$ cat config.mk
export PLATFORM = sky130hd
export DESIGN_NAME = i2c_rate_prescaler
export DESIGN_NICKNAME = d
export VERILOG_FILES = /design/src/rtl/i2c_rate_pkg.sv /design/src/rtl/rate_code_regs.sv /design/src/rtl/prescale_counter.sv /design/src/rtl/i2c_rate_prescaler.sv
export SDC_FILE = /design/constraint.sdc
export NUM_CORES = 1
export LEC_CHECK = 0
export BUFFER_PORTS_ARGS = -buffer_cell sky130_fd_sc_hd__buf_2
export CAP_MARGIN = 20
export CORE_UTILIZATION = 45
export CTS_BUF_LIST = sky130_fd_sc_hd__clkbuf_8
export CTS_CLUSTER_DIAMETER = 100
export CTS_CLUSTER_SIZE = 25
export DETAILED_ROUTE_END_ITERATION = 8
export PLACE_DENSITY = 0.76
export REMOVE_ABC_BUFFERS = 1
export SLEW_MARGIN = 15
export SYNTH_ARGS = -nofsm -noshare
export SYNTH_HDL_FRONTEND = slang
export SYNTH_SLANG_ARGS = --single-unit
$ cat constraint.sdc
create_clock -name clk -period 4 [get_ports clk]
set_clock_uncertainty 0.1 [all_clocks]
set_input_delay 0.4 -clock clk [delete_from_list [all_inputs] [get_ports clk]]
set_output_delay 0.4 -clock clk [all_outputs]
set_load 0.1 [all_outputs]
$ cat src/rtl/i2c_rate_pkg.sv
package i2c_rate_pkg;

  localparam int CODE_W = 6;
  localparam int DIV_W  = 12;
  localparam int NUM_STROBES = 2;

  typedef logic [CODE_W-1:0] rate_code_t;
  typedef logic [DIV_W-1:0]  div_t;

  // Lower quadrant: irregular short dividers
  function automatic div_t low_quad_div(input logic [3:0] idx);
    case (idx)
      4'h0: low_quad_div = 12'd30;
      4'h1: low_quad_div = 12'd32;
      4'h2: low_quad_div = 12'd36;
      4'h3: low_quad_div = 12'd42;
      4'h4: low_quad_div = 12'd48;
      4'h5: low_quad_div = 12'd52;
      4'h6: low_quad_div = 12'd60;
      4'h7: low_quad_div = 12'd72;
      4'h8: low_quad_div = 12'd80;
      4'h9: low_quad_div = 12'd88;
      4'hA: low_quad_div = 12'd104;
      4'hB: low_quad_div = 12'd128;
      4'hC: low_quad_div = 12'd144;
      4'hD: low_quad_div = 12'd160;
      4'hE: low_quad_div = 12'd192;
      default: low_quad_div = 12'd240;
    endcase
  endfunction

  // Third quadrant: the fastest rates
  function automatic div_t fast_quad_div(input logic [3:0] idx);
    case (idx)
      4'h0: fast_quad_div = 12'd22;
      4'h1: fast_quad_div = 12'd24;
      4'h2: fast_quad_div = 12'd26;
      4'h3: fast_quad_div = 12'd28;
      4'h4: fast_quad_div = 12'd32;
      4'h5: fast_quad_div = 12'd36;
      4'h6: fast_quad_div = 12'd40;
      4'h7: fast_quad_div = 12'd44;
      4'h8: fast_quad_div = 12'd48;
      4'h9: fast_quad_div = 12'd56;
      4'hA: fast_quad_div = 12'd64;
      4'hB: fast_quad_div = 12'd72;
      4'hC: fast_quad_div = 12'd80;
      4'hD: fast_quad_div = 12'd96;
      4'hE: fast_quad_div = 12'd112;
      default: fast_quad_div = 12'd128;
    endcase
  endfunction

  // Second quadrant: mantissa {9,10,12,15} times a power of two
  function automatic div_t slow_quad_div(input logic [3:0] idx);
    div_t mant;
    case (idx[1:0])
      2'd0: mant = 12'd9;
      2'd1: mant = 12'd10;
      2'd2: mant = 12'd12;
      default: mant = 12'd15;
    endcase
    slow_quad_div = mant << (5 + int'(idx[3:2]));
  endfunction

  // Top quadrant: mantissa 5..8 times a power of two
  function automatic div_t mid_quad_div(input logic [3:0] idx);
    div_t mant;
    mant = 12'd5 + div_t'(idx[1:0]);
    mid_quad_div = mant << (5 + int'(idx[3:2]));
  endfunction

  function automatic div_t code_to_div(input rate_code_t code);
    case (code[5:4])
      2'b00:   code_to_div = low_quad_div(code[3:0]);
      2'b01:   code_to_div = slow_quad_div(code[3:0]);
      2'b10:   code_to_div = fast_quad_div(code[3:0]);
      default: code_to_div = mid_quad_div(code[3:0]);
    endcase
  endfunction

  function automatic div_t half_of(input div_t d);
    half_of = d >> 1;
  endfunction

endpackage

$ cat src/rtl/rate_code_regs.sv
module rate_code_regs
  import i2c_rate_pkg::*;
(
  input  logic       clk,
  input  logic       rst_n,
  input  logic       cfg_we,
  input  rate_code_t cfg_code,
  input  logic       bus_start,
  input  logic       xfer_busy,
  output rate_code_t act_code,
  output logic       div_change
);

  rate_code_t pend_code;
  logic       adopt;

  // adoption window: START / repeated START, or bus idle
  assign adopt      = bus_start | ~xfer_busy;
  assign div_change = adopt & (code_to_div(pend_code) != code_to_div(act_code));

  always_ff @(posedge clk or negedge rst_n) begin
    if (!rst_n) begin
      pend_code <= '0;
      act_code  <= '0;
    end else begin
      if (cfg_we) pend_code <= cfg_code;
      if (adopt)  act_code  <= pend_code;
    end
  end

endmodule

$ cat src/rtl/prescale_counter.sv
module prescale_counter #(
  parameter int W = 12
) (
  input  logic         clk,
  input  logic         rst_n,
  input  logic         run,
  input  logic         restart,
  input  logic [W-1:0] limit,
  output logic         strobe
);

  logic [W-1:0] count;
  logic [W-1:0] last;
  logic         wrap;

  assign last   = limit - W'(1);
  assign wrap   = (count >= last);
  assign strobe = run & (count == last);

  always_ff @(posedge clk or negedge rst_n) begin
    if (!rst_n)               count <= '0;
    else if (!run || restart) count <= '0;
    else if (wrap)            count <= '0;
    else                      count <= count + W'(1);
  end

endmodule

$ cat src/rtl/i2c_rate_prescaler.sv
module i2c_rate_prescaler
  import i2c_rate_pkg::*;
(
  input  logic             clk,
  input  logic             rst_n,
  input  logic             blk_en,
  input  logic             cfg_we,
  input  logic [5:0]       cfg_code,
  input  logic             bus_start,
  input  logic             xfer_busy,
  output logic             sample_tick,
  output logic             scl_strobe,
  output logic [DIV_W-1:0] active_div
);

  rate_code_t act_code;
  logic       div_change;
  div_t       limits  [NUM_STROBES];
  logic       strobes [NUM_STROBES];

  rate_code_regs u_regs (
    .clk        (clk),
    .rst_n      (rst_n),
    .cfg_we     (cfg_we),
    .cfg_code   (cfg_code),
    .bus_start  (bus_start),
    .xfer_busy  (xfer_busy),
    .act_code   (act_code),
    .div_change (div_change)
  );

  assign active_div = code_to_div(act_code);

  // index 0: full period (sample tick); index 1: half period (SCL)
  for (genvar g = 0; g < NUM_STROBES; g++) begin : g_cnt
    if (g == 0) begin : g_full
      assign limits[g] = active_div;
    end else begin : g_half
      assign limits[g] = half_of(active_div);
    end
    prescale_counter #(.W(DIV_W)) u_cnt (
      .clk     (clk),
      .rst_n   (rst_n),
      .run     (blk_en),
      .restart (div_change),
      .limit   (limits[g]),
      .strobe  (strobes[g])
    );
  end

  assign sample_tick = strobes[0];
  assign scl_strobe  = strobes[1];

endmodule

; Yosys cells after proc, flatten, opt, wreduce, memory -nomap -nowiden
; Memory sizes are Yosys's and may differ from the RTL's.
; Index checks and enable logic that the tools add are counted.
[totals]
register_bits = 36
romBits = 672
input_bits = 12
out_inout_bits = 14
elab_cells = 57
n_memories = 6
[mem_list]
columns = name, words, width, rd, rd_clocked_by_memory_dff, write_ports, line
row1 = (no name shown), 16, 7, 1, 0, 0, i2c_rate_pkg.sv:12  ; case (idx)
row2 = (no name shown), 16, 7, 1, 0, 0, i2c_rate_pkg.sv:34  ; case (idx)
row3 = (no name shown), 16, 7, 1, 0, 0, i2c_rate_pkg.sv:12
row4 = (no name shown), 16, 7, 1, 0, 0, i2c_rate_pkg.sv:34
row5 = (no name shown), 16, 7, 1, 0, 0, i2c_rate_pkg.sv:12
row6 = (no name shown), 16, 7, 1, 0, 0, i2c_rate_pkg.sv:34
[classes]
n_addsub = 8
n_lt_le_gt_ge = 2
eq_ne = 11
shift = 4
muxes = 11
bitwise = 5
reduce_logical = 6
[ops]
columns = cell, n
row1 = 12-bit by 32-bit left shift with 12-bit output, 4
row2 = 12-bit case mux with 3 select lines, 3
row3 = 12-bit 2-to-1 mux, 6
row4 = 12-bit by 1-bit adder with 12-bit output (second input constant), 2
row5 = 12-bit == test, 2
row6 = 12-bit >= comparator, 2
row7 = 3-bit case mux with 3 select lines, 2
row8 = 3-bit by 2-bit adder with 4-bit output (first input constant), 4
row9 = 12-bit inequality test, 1
row10 = 11-bit by 1-bit subtractor with 12-bit output (second input constant), 1
row11 = 12-bit by 1-bit subtractor with 12-bit output (second input constant), 1
row12 = 2-bit by 1-bit == test with 1-bit output (second input constant), 4
row13 = 2-bit == test (second input constant), 4
row14 = 2-bit logical NOT, 4
row15 = 1-bit AND, 3
row16 = 1-bit logical NOT, 1
row17 = 1-bit logical OR, 1
row18 = 1-bit inverter, 1
row19 = 1-bit OR, 1

; Depth between registers and ports, before layout
; Gate-level depths: netlist of run 1.
[logic_depth]
ltp_word = 9
ltp_mapped = 20
depth_no_buf = 19

; By module
; From an unflattened synthesis of run 1, not the netlist that was laid out.
[hier_totals]
cells_unflattened = 566
area_unflattened_um2 = 4660.7
[modules_own_cells]
columns = module, instances, cells_per_inst, area_each_um2, seq_area_each_um2
row1 = prescale_counter, 2, 112, 1034.7, 300.3
row2 = rate_code_regs, 1, 240, 1901.8, 300.3
row3 = i2c_rate_prescaler, 1, 102, 689.4, 0.0

; Worst setup path before layout of run 1
; OpenSTA, ideal clock, no wires.
[synth_timing]
kind = register to output
startpoint = register u_regs.act_code[0]
endpoint = output port sample_tick
t_arrival_ps = 7691
t_required_ps = 3500
path_slack_ps = -4191
path_stages_with_launch = 16
n_path_buf = 0
cell_sequence = dfrtp_1 inv_1 ha_1 inv_1 a211o_1 a21oi_1 inv_1 ha_1 nor3b_1 and3b_1 and3_1 nand3_1 xor2_1 ha_1 nand4_1 nor4_1
[synth_via]
elab_chain_cells = 8
elab_cells_between_ends = 14
cone_classes = 2 x add/sub / 3 x eq/ne / 2 x shift / 3 x mux / 1 x bitwise / 1 x reduce/logical / 2 x memory
[synth_lines]
columns = item, line
row1 = start: declaration, rate_code_regs.sv:10  ; output rate_code_t act_code,
row2 = start signal: assignment, rate_code_regs.sv:27  ; if (adopt) act_code <= pend_code;
row3 = 2-bit == test (tied with other cells), i2c_rate_pkg.sv:57  ; case (idx[1:0])
row4 = 3-bit case mux with 3 select lines, i2c_rate_pkg.sv:57
row5 = 12-bit 2-to-1 mux, i2c_rate_pkg.sv:74  ; case (code[5:4])
row6 = 12-bit by 32-bit left shift with 12-bit output, --
row7 = 12-bit case mux with 3 select lines (*), i2c_rate_pkg.sv:74
row8 = net active_div[2], i2c_rate_prescaler.sv:13  ; output logic [DIV_W-1:0] active_div
row9 = 12-bit by 1-bit subtractor with 12-bit output (*), prescale_counter.sv:16  ; assign last = limit - W'(1);
row10 = 12-bit == test (*), prescale_counter.sv:18  ; assign strobe = run & (count == last);
row11 = 1-bit AND (*), prescale_counter.sv:18
row12 = end: declaration, i2c_rate_prescaler.sv:11  ; output logic sample_tick,
; The timed path passes the listed nets; every way through them passes the cells marked *. The select of a mux whose other input is x is not followed.

; Final worst setup path of run 1
[layout_timing]
startpoint = register u_regs.act_code[0]
endpoint = output port scl_strobe
[layout_via]
elab_chain_cells = 8
elab_cells_between_ends = 14
cone_classes = 2 x add/sub / 3 x eq/ne / 2 x shift / 3 x mux / 1 x bitwise / 1 x reduce/logical / 2 x memory
[layout_lines]
columns = item, line
row1 = 2-bit == test (tied with other cells), i2c_rate_pkg.sv:57
row2 = 3-bit case mux with 3 select lines, i2c_rate_pkg.sv:57
row3 = 12-bit 2-to-1 mux, i2c_rate_pkg.sv:74
row4 = 12-bit by 32-bit left shift with 12-bit output, --
row5 = 12-bit case mux with 3 select lines (*), i2c_rate_pkg.sv:74
row6 = 11-bit by 1-bit subtractor with 12-bit output (*), prescale_counter.sv:16
row7 = 12-bit == test (*), prescale_counter.sv:18
row8 = 1-bit AND (*), prescale_counter.sv:18
row9 = end: declaration, i2c_rate_prescaler.sv:12  ; output logic scl_strobe,
; Every way passes the cells marked *; elsewhere a longest branch is shown, timed or not. The select of a mux whose other input is x is not followed.

==> results.tsv, run 1 <==
metric	value	unit
First-pass DRT Iterations	5	
Syn Std Cell Area	4010	um2
crit end category	output port	
relative slew slack	0.430	
Max Clk Rate	229	MHz
# hold bufs at CTS	0	
Area growth, synth to finish	31.9	%
period utilization	1.09	
Synth Register Bits	36	
largest net degree at the start of global routing	37	
Routed WL	11.7	mm
number of global-route vias before repair	3889	
Post-layout nets	625	
syn_area_per_cell	8.35	um2
H-tree depth	2	
Worst EP arrival	3860	ps
post-synthesis sequential area ratio	0.225	
overall routing resource usage	0.253	
critical path peak fanout	6	
Initial Utilization	0.462	
Die ar.	9280	um2
Post-Syn Instances	480	
RSZ-0062 raised after global routing	true	
PortBufs	24	
Die Ht	96.4	um
Max Cap Violations	0	
power consumption	0.00236	W
CTS tree	built	
Post-Layout Cell Count	680	
antenna cell count	0	
DRT iter0 DRCs	191	
Final Hold Viols	0	
clk sinks	36	
DR vias	3991	
Worst EP required	3500	ps
core area	8680	um2
Distinct cells, synth	62	
fin crit period	4360	ps
CTS Buffer Depth	2	
asr flop ratio synth	1.00	
measured slew at the worst slew-check pin	856	ps
antenna violations before repair	0	
critical path type	reg2out	
Overflow after GRT	0	
final setup margin	-358	ps
CP startpoint	u_regs.act_code[0]	
FF-to-FF setup slack	-120	ps
Final Util	0.609	
Skew-Pair Late Insertion Delay	300	ps
Slew Limit Fails	0	
number of synthesized flops with an enable pin	0	
Via density	5.87	
I/O pins	26	
Die X	96.4	um
ANT nets after route	0	
Primary FF master, synth	dfrtp_1	
CTS Buf Count	5	
Reg2Reg Launch Point	u_regs.act_code[0]	
Warnings, synthesis	0	
Setup WS pre-CTS	-245	ps
Leak Pwr	2.38	nW
failing checks	negative setup slack	
drt wl/cell	17.2	um
status	complete, but fails checks	
share of the synthesized area in the top cell type	0.225	
Root Buffer	clkbuf_8	
Setup crit start kind	flop	
Worst-path clk slew	80	ps
most frequent cells in the layout	buf_4, dfrtp_1, ha_1	
Yosys top cell by area	dfrtp_1	
VDD IR max	0.225	mV
share of cells above drive strength 1	0.355	
commonest non-fill, non-tap cell in the layout	buf_4	
power per standard cell area	446	nW/um2
Hold WC Path Type	in2async	
synth top area cells	dfrtp_1, ha_1, xnor2_1	
post-DP HPWL	7.94	mm
setup violators final	11	
first-pass GRT wire length	18.2	mm
DRC Markers	0	
Placed Cells	652	
Row Count	34	
Placer Congestion	0.913	
-- logic make-up (layout without fill, tap and decap cells) --
group / Yosys count / in the layout / share of synthesized area
compound gates: 88 / 88 / 0.156
buf+inv: 52 / 143 / 0.0547
simple gates: 185 / 185 / 0.250
xor+xnor: 50 / 50 / 0.109
other cells: 2 / 3 / 0.00187
fa+ha+maj: 42 / 42 / 0.131
mux: 25 / 25 / 0.0715
flops: 36 / 36 / 0.225
-- worst paths after layout --
kind,endpoint,cells past startpoint
worst max-delay path,scl_strobe,18
worst max register to register,g_cnt[0].u_cnt.count[4],21
worst min register to register,g_cnt[1].u_cnt.count[0],1
worst min-delay path,g_cnt[1].u_cnt.count[8],1
max in group asynchronous,u_regs.act_code[5],1
min in group clk,u_regs.pend_code[0],3
-- routing by layer --
metal	vias up	global-route usage	routed length, um
li1	1890	-	-
met1	1912	0.297	4690
met2	154	0.454	6030
met3	35	0.0506	684
met4	0	0.0895	299
met5	-	0	0
-- cell type report --
type | instances | area (um2)
clock inverter | 3 | 90.1
clock buffer | 5 | 68.8
fill | 723 | 3390
inverter | 23 | 88.8
timing repair buffer | 112 | 841
tap | 108 | 135
multi-input combinational | 393 | 3160
sequential | 36 | 902
-- state kept, by name (all words and copies together) (netlist names) --
name,cells
g_cnt.u_cnt.count,24
u_regs.act_code,6
u_regs.pend_code,6
-- synthesized netlist by cell type, types with 9 or more instances --
cell type  count
inv_1         23
nand4_1        9
nor3_2         9
nor2_1        37
nor3_1        13
xor2_1        18
xnor2_1       32
o21ai_0       22
nand2b_1       9
nand3_1       32
mux2_2        15
a21oi_1       14
clkbuf_1      21
dfrtp_1       36
nand2_1       29
ha_1          42
nor2b_1       15
-- worst max-delay path, stage by stage, from the launching register on --
cell and delay (ps):
dfrtp_1 390, inv_2 80, ha_4 290, inv_4 50
mux2_4 290, or3_4 350, o21ai_2 90, o2bb2ai_2 150
buf_6 140, and3b_1 190, and3_4 210, buf_6 120
xnor2_2 130, ha_1 280, nand4_1 120, or2_4 260
nor3_2 130, buf_4 140, buf_12 160
-- power breakdown --
part,total [W],internal (W),switching (W)
combinational,0.00149,0.000649,0.000843
clock,0.000457,0.000312,0.000145
sequential,0.000408,0.000379,0.0000287
-- metrics by stage --
step                hold slack (ps)  cell area (um2)  TNS [ps]
detailed placement              462             4670      -539
finish                          108             5290     -1450
global route                    186             5290     -5110
CTS                             146             5100      -421
global placement                439             4670      -368
floorplan                      4.41             3880    -57920
-- repair_timing --
action,4_1_cts,5_1_grt
setup buffers,15,6
pin swaps,19,17
gates resized for setup,38,34
cloned,0,2
endpoints found under the setup margin,17,26
Note: power is estimated with default switching activity, not from simulation.
==> inputs of run 2 (changes only) <==
CORE_MARGIN = 2   (was not set)
==> run 2 against run 1 <==
Compared with the run above: the flow still finishes with violations (negative setup slack); cell area increased by 3.0%; wire length increased by 3.1%; flip-flop and latch count unchanged; clock power decreased by 26%; critical path depth decreased by 3; via count increased by 0.70%; utilization increased by 1.8 points; sequential power decreased by 2%; non-clock buffer count increased by 14; register-to-register slack got worse by 70 ps; critical endpoint unchanged; largest cell class unchanged; largest power group unchanged; highest routed layer unchanged.
==> results.tsv, run 2 (synthesis gave the netlist of run 1 again) <==
metric	value	unit	change
status	complete, but fails checks		
failing checks	negative setup slack		
period utilization	1.11		+0.0181
first-pass GRT wire length	18.9	mm	+4.3%
Root Buffer	clkbuf_8		
drt wl/cell	17.4	um	+1.0%
ANT nets after route	0		unchanged
Hold WC Path Type	in2async		
final setup margin	-431	ps	-72.5 ps
RSZ-0062 raised after global routing	true		
number of global-route vias before repair	3968		+2.0%
I/O pins	26		unchanged
max reg flops	24		unchanged
Reg2Reg Launch Point	u_regs.act_code[1]		
Leak Pwr	2.48	nW	+4.2%
largest net degree at the start of global routing	37		unchanged
Area growth, synth to finish	35.8	%	
Routed WL	12.1	mm	+3.1%
Worst EP arrival	3930	ps	+70 ps
setup violators final	26		+15
core area	8680	um2	unchanged
power consumption	0.00233	W	-1.2%
DR vias	4019		+0.70%
area of the multi-input gates	3220	um2	+2.0%
most frequent cells in the layout	buf_4, dfrtp_1, nor2_1, ha_1		
CTS Buffer Depth	2		unchanged
Setup crit start kind	flop		
PortBufs	24		unchanged
DRT iter0 DRCs	245		+28%
Max Cap Violations	0		unchanged
CP endpoint	scl_strobe		
r2r worst-path depth	16		-24%
Storage cell area	902	um2	unchanged
Via density	5.79		-1.3%
Skew-Pair Late Insertion Delay	290	ps	about the same
Die X	98.4	um	+2.1%
Die ar.	9670	um2	+4.2%
Initial Utilization	0.462		unchanged
crit end category	output port		
Overflow after GRT	0		unchanged
CTS tree	built		
relative slew slack	0.451		+0.0214
clk sinks	36		unchanged
H-tree depth	2		unchanged
R2R Path End	g_cnt[1].u_cnt.count[3]		
Setup WS pre-CTS	-326	ps	-80.6 ps
critical path type	reg2out		
CP startpoint	u_regs.act_code[1]		
commonest non-fill, non-tap cell in the layout	buf_4		
# fillers	693		-4.1%
Worst EP required	3500	ps	about the same
antenna violations before repair	0		unchanged
Reg with most FFs	g_cnt.u_cnt.count		
share of cells above drive strength 1	0.369		+0.0137
Worst-path clk slew	90	ps	about the same
post-DP HPWL	8.12	mm	+2.2%
fin crit period	4430	ps	+72.5 ps
antenna cell count	0		unchanged
Final Util	0.627		+0.0180
overall routing resource usage	0.237		-0.0165
VDD IR max	0.276	mV	+23%
Die Ht	98.4	um	+2.1%
CTS Buf Count	5		unchanged
First-pass DRT Iterations	5		unchanged
setup TNS	-3830	ps	-2380 ps
DRC Markers	0		unchanged
biggest regs	g_cnt.u_cnt.count (24), u_regs.act_code (6), u_regs.pend_code (6)		
FF-to-FF setup slack	-190	ps	-70 ps
Max Clk Rate	226	MHz	-1.6%
Slew Limit Fails	0		unchanged
critical path peak fanout	8		+2
Placer Congestion	0.954		+4.4%
measured slew at the worst slew-check pin	823	ps	-32.1 ps
power per standard cell area	428	nW/um2	-4.0%
Post-layout nets	639		+2.2%
Row Count	34		unchanged
Final Hold Viols	0		unchanged
[run 2: cell count changes in the layout (fill, tap and decap cells not counted), moves of 3 or more]
cell,change
nor2_2,-3
buf_4,+7
nor3_4,+5
buf_6,+7
nor3_2,-6
[run 2: routing by layer]
layer / wire (um) / global-route usage / up-vias
met2: 6280 / 0.424 / 127
met4: 277 / 0.0653 / 0
met3: 466 / 0.0372 / 28
met1: 5040 / 0.294 / 1949
li1: - / - / 1915
met5: 0 / 0 / -
[run 2: power breakdown]
part	switching (W)	internal (W)
Clock	0.000151	0.000185
Sequential	0.0000207	0.000380
Combinational	0.000882	0.000710
[run 2: through the flow]
step / instances / hold WS, ps / instance area, um2
2_1_floorplan: 452 / 4.41 / 3880
3_3_place_gp: 649 / 438 / 4650
3_5_place_dp: 649 / 453 / 4650
4_1_cts: 683 / 128 / 5170
5_1_grt: 694 / 168 / 5440
6_report: 694 / 83.9 / 5440
[run 2: worst min path at each step]
stage	endpoint	slack, ps	from	depth (start not counted)
2_1_floorplan	g_cnt[0].u_cnt.count[0]	4	rst_n	0
3_3_place_gp	g_cnt[1].u_cnt.count[6]	440	rst_n	1
3_5_place_dp	g_cnt[1].u_cnt.count[11]	450	g_cnt[1].u_cnt.count[11]	2
4_1_cts	g_cnt[1].u_cnt.count[6]	130	rst_n	1
5_1_grt	g_cnt[1].u_cnt.count[6]	170	rst_n	1
6_report	g_cnt[1].u_cnt.count[6]	80	rst_n	1
[run 2: cell type report]
class                   count  share of cell area
well taps                 108              0.0248
inverters                  23              0.0163
clock inverters             3             0.00782
flip-flops and latches     36               0.166
multi-input cells         393               0.592
clock buffers               5              0.0126
repair buffers            126               0.180
[run 2: repair_timing]
item | 4_1_cts | 5_1_grt
pin swaps | 21 | 28
setup endpoints to repair | 15 | 26
buffers inserted | 26 | 11
hold buffers | 0 | 0
cloned | 0 | 1
gates resized for setup | 45 | 40
[run 2: critical path, cell delays in order, from the launching register on]
cell      delay [ps]
dfrtp_1          420
buf_4            160
ha_4             180
nor2_2           120
mux2_4           180
o22ai_1          130
a21oi_2          230
nand3b_1         150
or3_4            420
or4_4            500
ha_4             290
nand4_1          120
or2_4            310
nor3_4           130
buf_6            120
buf_12           160
==> inputs of run 3 (changes only) <==
==> constraint.sdc (replaced) <==
create_clock -name clk -period 4 [get_ports clk]
set_clock_uncertainty 0.1 [all_clocks]
set_input_delay 0.2 -clock clk [delete_from_list [all_inputs] [get_ports clk]]
set_output_delay 0.2 -clock clk [all_outputs]
set_load 0.1 [all_outputs]
==> run 3 against run 2 <==
Compared with the run above: die area unchanged; critical endpoint unchanged; the run still ends with negative setup slack left; maximum frequency rose by 6.0%; combinational power is 8% lower; final cell count is 3.9% lower; flip-flop and latch count unchanged; global-route usage fell by 0.41 points; largest cell class unchanged; wire length decreased by 5.6%.
==> results.tsv, run 3 (synthesis gave the netlist of run 1 again) <==
metric	value	unit	change
drt wl/cell	17.1	um	-1.8%
DRT iter0 DRCs	283		+16%
WHS	16.2	ps	-67.7 ps
largest net degree at the start of global routing	37		unchanged
post-DP HPWL	7.99	mm	-1.5%
Die Ht	98.4	um	unchanged
status	complete, but fails checks		
Via density	5.85		+0.97%
setup violators final	2		-92%
CTS Buf Count	5		unchanged
Max Cap Violations	0		unchanged
CTS tree	built		
Initial Utilization	0.462		unchanged
core area	8680	um2	unchanged
Setup crit start kind	flop		
overall routing resource usage	0.232		-0.00413
period utilization	1.05		-0.0626
Final Util	0.608		-0.0186
Crit path largest cell delay	510	ps	about the same
critical path peak fanout	6		-2
cell family with most CP delay	simple AND/OR/NAND/NOR gates		
Final Hold Viols	0		unchanged
Crit-path slowest cell	or4_4		
first-pass GRT wire length	18.5	mm	-2.2%
CP Cell Sequence	inv_2 -> ha_4 -> mux2_4 -> or4_4 -> ha_4 -> nor3b_4 -> and3b_1 -> and3_4 -> buf_6 -> xnor2_2 -> ha_2 -> nand4_1 -> or2_4 -> nor3_2 -> buf_4 -> buf_12		
RSZ-0062 raised after global routing	true		
power per standard cell area	440	nW/um2	+2.8%
Die ar.	9670	um2	unchanged
failing checks	negative setup slack		
CP most frequent cell	ha_4		
number of global-route vias before repair	3942		-0.66%
Worst EP arrival	3880	ps	-50 ps
Setup WS pre-CTS	-88.3	ps	+238 ps
Post-Layout Cell Count	667		-3.9%
Placed Cells	637		-1.8%
Leak Pwr	2.38	nW	-4.2%
First-pass DRT Iterations	6		+1
commonest non-fill, non-tap cell in the layout	buf_4		
ANT nets after route	0		unchanged
DRC Markers	0		unchanged
Slew Limit Fails	0		unchanged
Overflow after GRT	0		unchanged
max reg flops	24		unchanged
VDD IR max	0.185	mV	-33%
crit end category	output port		
instance area at placement	4570	um2	-1.7%
Skew-Pair Late Insertion Delay	290	ps	about the same
Buf/Inv on CP	4		+1
clk sinks	36		unchanged
Die X	98.4	um	unchanged
most frequent cells in the layout	buf_4, dfrtp_1, nor2_1, ha_1, nand3_1		
CTS Buffer Depth	2		unchanged
biggest regs	g_cnt.u_cnt.count (24), u_regs.act_code (6), u_regs.pend_code (6)		
# fillers	725		+4.6%
antenna cell count	0		unchanged
I/O pins	26		unchanged
fin crit period	4180	ps	-250 ps
PortBufs	24		unchanged
antenna violations before repair	0		unchanged
Hold WC Path Type	in2reg		
Placer Congestion	0.930		-2.5%
Max Clk Rate	239	MHz	+6.0%
Area growth, synth to finish	31.8	%	
final setup margin	-180	ps	+250 ps
Root Buffer	clkbuf_8		
Worst EP required	3700	ps	+200 ps
Routed WL	11.4	mm	-5.6%
relative slew slack	0.467		+0.0161
Post-layout nets	612		-4.2%
critical path type	reg2out		
H-tree depth	2		unchanged
Reg with most FFs	g_cnt.u_cnt.count		
DR vias	3900		-3.0%
Row Count	34		unchanged
measured slew at the worst slew-check pin	799	ps	-24.2 ps
Final Cell Area	5280	um2	-3.0%
share of cells above drive strength 1	0.338		-0.0305
Worst-path clk slew	80	ps	about the same
run 3: where the power goes:
part | switching (W) | leakage (nW) | internal (W)
Combinational | 0.000846 | 1.82 | 0.000623
Sequential | 0.0000211 | 0.477 | 0.000379
Clock | 0.000142 | 0.0784 | 0.000312
run 3: path summary, 6_finish.rpt:
| path | endpoint | slack [ps] | depth (start not counted) | startpoint |
|---|---|---|---|---|
| setup / recovery | scl_strobe | -180 | 16 | u_regs.act_code[1] |
| hold / removal | u_regs.pend_code[0] | 20 | 3 | cfg_code[0] |
| setup reg to reg | g_cnt[1].u_cnt.count[5] | 20 | 17 | u_regs.act_code[1] |
| hold reg to reg | g_cnt[1].u_cnt.count[0] | 470 | 1 | g_cnt[1].u_cnt.count[0] |
| max in group asynchronous | u_regs.act_code[4] | 2860 | 2 | rst_n |
| min in group asynchronous | g_cnt[1].u_cnt.count[7] | 430 | 2 | rst_n |
run 3: layer usage:
layer  GRT usage  wire length (um)  up-vias
met5           0                 0        -
met2       0.423              5820      131
met1       0.267              4620     1864
li1            -                 -     1871
met3      0.0437               570       34
met4      0.0927               372        0
run 3: repair_timing:
item                       in CTS  in global routing
resized for setup              39                 42
cloned                          0                  0
pin swaps                      19                 28
hold buffers                    1                  0
setup buffers                  18                  6
hold endpoints to repair       36                  0
setup endpoints to repair      15                 26
run 3: stage by stage:
stage,setup TNS [ps],power [W]
4_1_cts,-45.2,0.00222
5_1_grt,-5570,0.00245
3_3_place_gp,-30.0,0.00156
3_5_place_dp,-785,0.00160
2_1_floorplan,-57520,0.00123
6_report,-337,0.00232
run 3: layout make-up:
class                      instances  area (um2)  share of cell area
clock buffer                       5        68.8              0.0130
sequential                        36         901               0.171
timing repair buffer              99         782               0.148
clock inverter                     3        90.1              0.0171
tap                              108         135              0.0256
inverter                          23        88.8              0.0168
multi-input combinational        393        3210               0.609
run 3: worst min-delay path, delay by kind of cell:
family,cells,cell delay (ps)
AOI/OAI and AO/OA,1,60
buffers and inverters,1,70
and+or+nand+nor,1,40
